$ cat config.mk
export PLATFORM = sky130hd
export DESIGN_NAME = pwr_cascade_seq
export DESIGN_NICKNAME = d
export VERILOG_FILES = /design/src/rtl/pcs_pkg.sv /design/src/rtl/pcs_datapath.sv /design/src/rtl/pcs_control.sv /design/src/rtl/pwr_cascade_seq.sv
export SDC_FILE = /design/constraint.sdc
export NUM_CORES = 1
export LEC_CHECK = 0
export ABC_AREA = 1
export BUFFER_PORTS_ARGS = -buffer_cell sky130_fd_sc_hd__buf_2
export CORE_ASPECT_RATIO = 1.1
export CORE_MARGIN = 4
export CORE_UTILIZATION = 59
export CTS_BUF_LIST = sky130_fd_sc_hd__clkbuf_2 sky130_fd_sc_hd__clkbuf_4 sky130_fd_sc_hd__clkbuf_8
export DETAILED_ROUTE_END_ITERATION = 6
export GPL_ROUTABILITY_DRIVEN = 0
export PLACE_DENSITY = 0.76
export SYNTH_ARGS = -nofsm -noshare
export SYNTH_HDL_FRONTEND = slang
export SYNTH_SLANG_ARGS = --single-unit
export TNS_END_PERCENT = 30
$ cat constraint.sdc
create_clock -name clk -period 1.6 [get_ports clk]
set_input_delay 0.32 -clock clk [delete_from_list [all_inputs] [get_ports clk]]
set_output_delay 0.32 -clock clk [all_outputs]
set_load 0.05 [all_outputs]
$ cat src/rtl/pcs_pkg.sv
package pcs_pkg;
  localparam int STAGES = 3;

  typedef struct packed {
    logic [STAGES-1:0] run;
    logic [STAGES-1:0] clear;
  } seqStrobes_t;
endpackage

$ cat src/rtl/pcs_datapath.sv
module pcs_datapath
  import pcs_pkg::*;
#(
  parameter int TICK_DIV   = 250000,
  parameter int BASE_TICKS = 25
) (
  input  logic              clk,
  input  logic              rstN,
  input  seqStrobes_t       strobes,
  input  logic [2*STAGES-1:0] delayCode,
  output logic [STAGES-1:0] done
);
  localparam int SUB_W = (TICK_DIV > 1) ? $clog2(TICK_DIV) : 1;
  localparam int MAX_TICKS = BASE_TICKS * 8;
  localparam int MS_W = $clog2(MAX_TICKS + 1);
  localparam logic [SUB_W-1:0] SUB_LAST = SUB_W'(TICK_DIV - 1);
  localparam logic [MS_W-1:0] BASE_V = MS_W'(BASE_TICKS);

  for (genvar g = 0; g < STAGES; g++) begin : gStage
    logic [SUB_W-1:0] subCnt;
    logic [MS_W-1:0]  msCnt;
    logic [MS_W-1:0]  target;
    logic             subWrap;

    assign target  = BASE_V << delayCode[2*g +: 2];
    assign subWrap = (subCnt == SUB_LAST);
    assign done[g] = strobes.run[g] && subWrap && (msCnt == target - MS_W'(1));

    always_ff @(posedge clk or negedge rstN) begin
      if (!rstN) begin
        subCnt <= '0;
        msCnt  <= '0;
      end else if (strobes.clear[g]) begin
        subCnt <= '0;
        msCnt  <= '0;
      end else if (strobes.run[g]) begin
        if (subWrap) begin
          subCnt <= '0;
          msCnt  <= msCnt + MS_W'(1);
        end else begin
          subCnt <= subCnt + SUB_W'(1);
        end
      end
    end
  end
endmodule

$ cat src/rtl/pcs_control.sv
module pcs_control
  import pcs_pkg::*;
(
  input  logic              clk,
  input  logic              rstN,
  input  logic [STAGES-1:0] supplyGood,
  input  logic              cascadeDis,
  input  logic [STAGES-1:0] done,
  output seqStrobes_t       strobes,
  output logic [STAGES-1:0] asserted
);
  logic [STAGES-1:0] live;
  logic [STAGES-1:0] prevOn;

  for (genvar g = 0; g < STAGES; g++) begin : gCtl
    if (g == 0) begin : gFirst
      assign live[g]   = !cascadeDis && supplyGood[g];
      assign prevOn[g] = 1'b1;
    end else begin : gLater
      assign live[g]   = live[g-1] && supplyGood[g];
      assign prevOn[g] = asserted[g-1];
    end

    assign strobes.run[g]   = live[g] && prevOn[g] && !asserted[g];
    assign strobes.clear[g] = !strobes.run[g];

    always_ff @(posedge clk or negedge rstN) begin
      if (!rstN) asserted[g] <= 1'b0;
      else       asserted[g] <= live[g] && (asserted[g] || done[g]);
    end
  end
endmodule

$ cat src/rtl/pwr_cascade_seq.sv
module pwr_cascade_seq
  import pcs_pkg::*;
#(
  parameter int TICK_DIV   = 250000,
  parameter int BASE_TICKS = 25
) (
  input  logic       clk,
  input  logic       rstN,
  input  logic [2:0] supplyGood,
  input  logic       cascadeDis,
  input  logic [5:0] delayCode,
  output logic [2:0] pupN
);
  seqStrobes_t       strobes;
  logic [STAGES-1:0] done;
  logic [STAGES-1:0] asserted;

  pcs_control u_ctl (
    .clk(clk), .rstN(rstN), .supplyGood(supplyGood), .cascadeDis(cascadeDis),
    .done(done), .strobes(strobes), .asserted(asserted)
  );

  pcs_datapath #(.TICK_DIV(TICK_DIV), .BASE_TICKS(BASE_TICKS)) u_dp (
    .clk(clk), .rstN(rstN), .strobes(strobes), .delayCode(delayCode), .done(done)
  );

  assign pupN = ~asserted;
endmodule

Yosys cells after proc, flatten, opt, wreduce, memory -nomap -nowiden:

Index checks and enable logic that the tools add are counted.

* flip-flop bits (word level): 81
* input port bits: 12
* logic and storage cells: 67

* $add $sub $neg: 9
* equality and inequality tests: 9
* shifts and indexed selects: 3
* mux-type cells: 12
* bitwise gates (word level): 1
* reductions and logical operators: 24

Operator list (count)
* 18-bit 2-to-1 mux: 6
* 18-bit by 1-bit adder with 18-bit output, second input constant: 3
* 18-bit == test, second input constant: 3
* 8-bit 2-to-1 mux: 6
* 8-bit by 1-bit adder with 8-bit output, second input constant: 3
* 8-bit == test: 3
* 5-bit by 2-bit << shifter with 8-bit output, first input constant: 3
* 8-bit by 1-bit subtractor with 8-bit output, second input constant: 3
* 1-bit logical AND: 17
* 2-bit != test, second input constant: 3
* 1-bit logical NOT: 4
* 1-bit logical OR: 3
* 3-bit inverter: 1

Depth between registers and ports, before layout:

* depth in word-level cells: 10
* gate-level depth with buffers: 11
* gate-level depth less buffers: 11

Modules after synthesis:

Synthesis repeated with hierarchy kept, for this count alone.

* cells, all modules: 764
* area, all modules: 5342.6 µm²

By module, submodules not included
* pcs_datapath: times used 1, cells each 736, area an instance 5157.4 µm², sequential area each 1951.9 µm²
* pcs_control: times used 1, cells each 25, area an instance 173.9 µm², sequential area each 75.1 µm²
* pwr_cascade_seq: times used 1, cells each 3, area an instance 11.3 µm², sequential area each 0.0 µm²

Worst setup path before layout:

OpenSTA, ideal clock, no wires.

* kind: reg-to-reg
* from: register u_ctl.asserted[2]
* to: register u_dp.gStage[2].subCnt[17]
* library setup time: 0.077 ns
* arrival time: 1.483 ns
* required time: 1.523 ns
* setup slack: 0.039 ns
* cell stages (with the launch flop): 8
* path buffers: 0
* period minus slack after synthesis: 1.561 ns
* cells stage by stage: dfrtp_1 -> inv_1 -> nand2_1 -> nor2_4 -> inv_2 -> a21oi_4 -> nand2_1 -> a21oi_1

* longest elaborated chain between the ends: 3

Ends and longest elaborated chain
* start, declared: RTL line pcs_control.sv:10 `output logic [STAGES-1:0] asserted`
* start signal, assigned by index: RTL line pcs_control.sv:29 `else asserted[g] <= live[g] && (asserted[g] || done[g]);`
* 1-bit logical NOT: RTL line pcs_control.sv:24 `assign strobes.run[g] = live[g] && prevOn[g] && !asserted[g];`
* 1-bit logical AND: RTL line pcs_control.sv:24
* 18-bit 2-to-1 mux: RTL line pcs_datapath.sv:33 `end else if (strobes.clear[g]) begin`
* end signal, assigned: RTL line pcs_datapath.sv:41 `subCnt <= subCnt + SUB_W'(1);`
* end, declared: RTL line pcs_datapath.sv:20 `logic [SUB_W-1:0] subCnt;`

No other way between the ends.
A chain may end at the register's enable or synchronous reset.

Worst setup path after layout:

* from: register u_dp.gStage[1].subCnt[0]
* to: register u_dp.gStage[1].subCnt[0]

* longest elaborated chain between the ends: 3
* elaborated cells on any way between the ends: 4

Ends and longest elaborated chain
* start, declared: RTL line pcs_datapath.sv:20
* start signal, assigned: RTL line pcs_datapath.sv:41
* 18-bit by 1-bit adder with 18-bit output / 18-bit == test (equally long branches): RTL line pcs_datapath.sv:41, pcs_datapath.sv:26
* 18-bit 2-to-1 mux *: RTL line pcs_datapath.sv:37 `if (subWrap) begin`
* 18-bit 2-to-1 mux *: RTL line pcs_datapath.sv:33

Every way passes the cells marked *; elsewhere a longest branch is shown, timed or not.

==> results.md <==
* Post-route insts no fill at between 700 and 800
* Netlist Area Pre-Place at ~4800 um^2
* CP delay by family, top: flip-flops
* Unrepaired setup endpoints after global routing: true
* Max Clock Freq at 644 MHz
* Drt total wl at about 9800 um
* Largest net degree at the start of global routing at just over 80
* Crit end category: register
* Placed insts at 771
* Syn_nets at ~670
* 1st-iter DRT viols at 217
* Final Max Slew Viols at 0
* Max clock buf depth at 2
* Die width at about 94 um
* Rel. slew slack at 72.1%
* Setup Skew at approximately 0.0096 ns
* Worst-margin pin slew at between 0.4 and 0.5 ns
* Critical Path Slowest Stage Cell: dfrtp_1
* H-tree depth at 3
* Hold slack at around 0.30 ns
* Ant diodes at 0
* Final HPWL DP at 6920 um
* Global-route wire length before repair at 16,500 um
* Synth Register Bits at 81
* Vias at between 4,000 and 5,000
* Yosys cell types at 32
* Drt first pass iters at 4
* CTS Buf Count at 9
* CP Buf/Inv Count at 1
* Residual DRC at 0
* Total power at 0.00392 W
* CP Launch Type: register
* P per Cell Area at about 720 nW/um^2
* Worst min path class: in2reg
* CP required at between 1.5 and 2 ns
* Grt total ovfl at 0
* Slowest stage delay, CP at roughly 0.4 ns
* TritonCTS clock tree: yes
* # nets final at about 700
* Overall Global Routing Usage at a little over a fifth
* Seq/Total Area, Yosys at 42.5%
* Area Growth Syn to Fin at 13.6%
* Starting Density at between 60% and 70%
* Rows at 34
* Post-synthesis cell count at about 640
* Leak at ~2.4 nW
* Clk_lat worst skew at 0.35 ns
* Most common library cell in the layout ignoring fill and taps: nand2_1
* Average via count per standard cell at around 5.2
* Layout cell share with drive strength beyond 1 at around 14%
* Max-cap violations at 0
* Port bufs at 14
* Min Tclk post-route at 1.55 ns
* Vias in the first global route at a little under 4,000
* Initial antenna violation count at 0
* CP max FO at 6
* Setup violators final at 0
* Critical path class: reg2reg
* Total die area at around 9600 um^2
* Clk slew on worst S/H paths at 0.08 ns
* Io pins at 15
* Final Hold Fails at 0
* CTS root buf: clkbuf_8
* Synth warnings at 0
* Status: finished, final reports clean
* Clock Sinks at slightly above 80
* Crit-path cells: ha_2, nand2_2, nor2_4, nand3_2, o21ai_2, buf_4, nor2_1
* Synth Area per Inst at 7.44 um^2
* Final WS setup at 0.0474 ns
* Worst vdd ir at roughly 0.63 mV
* Die height at about 100 um
* Most frequent cells in the layout: nand2_1 (155), nor2_1 (102), dfrtp_1 (81), inv_1 (78), nand3_1 (47)
* Final Cycle Share at between 90% and 100%
* Mean routed wirelength per cell at 12.3 um
* Core Area at approximately 8000 um^2
* Worst EP arrival at between 1.5 and 2 ns
* Post-Place Worst Slack at about 0.033 ns
* Antenna Nets Post-Route at 0
* Setup TNS at 0 ns
[worst paths after layout]
kind	startpoint	endpoint	slack, ns	cells after the start
max	u_dp.gStage[1].subCnt[0]	u_dp.gStage[1].subCnt[0]	0.05	7
min	supplyGood[1]	u_ctl.asserted[1]	0.30	3
max reg2reg	u_dp.gStage[1].subCnt[0]	u_dp.gStage[1].subCnt[0]	0.05	7
min reg2reg	u_dp.gStage[0].subCnt[0]	u_dp.gStage[0].subCnt[0]	0.47	1
max in group asynchronous	rstN	u_dp.gStage[2].subCnt[6]	0.72	3
min in group asynchronous	rstN	u_dp.gStage[1].msCnt[0]	0.55	3
[logic make-up (layout without fill, tap and decap cells)]
logic type | after synthesis | in the layout | share of synthesized area [%]
flops | 81 | 81 | 42.5
simple gates | 379 | 379 | 34.9
buf+inv | 93 | 138 | 8.01
fa+ha+maj | 14 | 14 | 3.67
compound gates | 41 | 41 | 4.83
xor+xnor | 33 | 33 | 6.06
[cell type report]
| class | count | area, um^2 |
|---|---|---|
| inverter | 85 | 324 |
| fill | 655 | 2490 |
| clock buffer | 11 | 151 |
| multi-input combinational | 467 | 2430 |
| tap | 108 | 135 |
| clock inverter | 5 | 85.1 |
| sequential | 81 | 2030 |
| timing repair buffer | 37 | 262 |
[state kept, by name, indices dropped and copies added (netlist names)]
name                count
u_ctl.asserted          3
u_dp.gStage.msCnt      24
u_dp.gStage.subCnt     54
[power breakdown]
group	internal, W	switching, W	total (W)
registers	0.00205	0.00000506	0.00205
logic	0.0000533	0.000104	0.000157
clock network	0.000975	0.000735	0.00171
total	0.00308	0.000844	0.00392
[routing by layer]
metal	GRT usage, %	share of wire (%)	vias up
li1	-	-	2106
met1	27.0	46	1931
met2	37.1	51	54
met3	3.39	2.2	9
met4	8.22	1.2	0
met5	0	0	-
[through the flow]
stage / instance area (um^2) / util (%)
after global placement: 5050 / 63.8
final: 5420 / 68.5
after floorplan: 4770 / -
after CTS: 5290 / 66.9
after detailed placement: 5050 / 63.8
after global routing: 5420 / 68.5
[timing repair]
action | 4_1_cts | 5_1_grt
hold buffers | 1 | 0
hold endpoints to repair | 15 | 0
resized for setup | 0 | 30
setup buffers | 0 | 5
endpoints found under the setup margin | 0 | 63
[cell usage after synthesis]
cell type / number / area, um^2
a21oi_1: 12 / 60.1
ha_1: 14 / 175
nor2_1: 111 / 417
nor2_4: 6 / 67.6
nand2_1: 159 / 597
xnor2_1: 4 / 35.0
nor3b_1: 3 / 22.5
nor3_1: 25 / 125
nand3_1: 47 / 235
nand3_2: 2 / 20.0
buf_4: 2 / 15.0
nor2_2: 2 / 12.5
inv_4: 1 / 6.26
buf_6: 3 / 33.8
clkbuf_1: 3 / 11.3
inv_1: 81 / 304
dfrtp_1: 81 / 2030
xor2_1: 29 / 254
nand4_1: 17 / 106
nor3_2: 1 / 10.0
o21ai_0: 19 / 95.1
nor2b_1: 1 / 6.26
a31oi_1: 2 / 12.5
or2_2: 1 / 6.26
nand3b_1: 3 / 22.5
o21ai_2: 2 / 17.5
nor3_4: 1 / 16.3
a21o_1: 1 / 7.51
o22ai_1: 1 / 6.26
o21ai_1: 3 / 15.0
a21oi_4: 1 / 16.3
inv_2: 3 / 11.3
[tightest hold or removal path, cell delays in order]
cell and delay [ns]:
buf_2 0.11, nand3_1 0.14, a21oi_1 0.05
(Power assumes the default switching activity.)
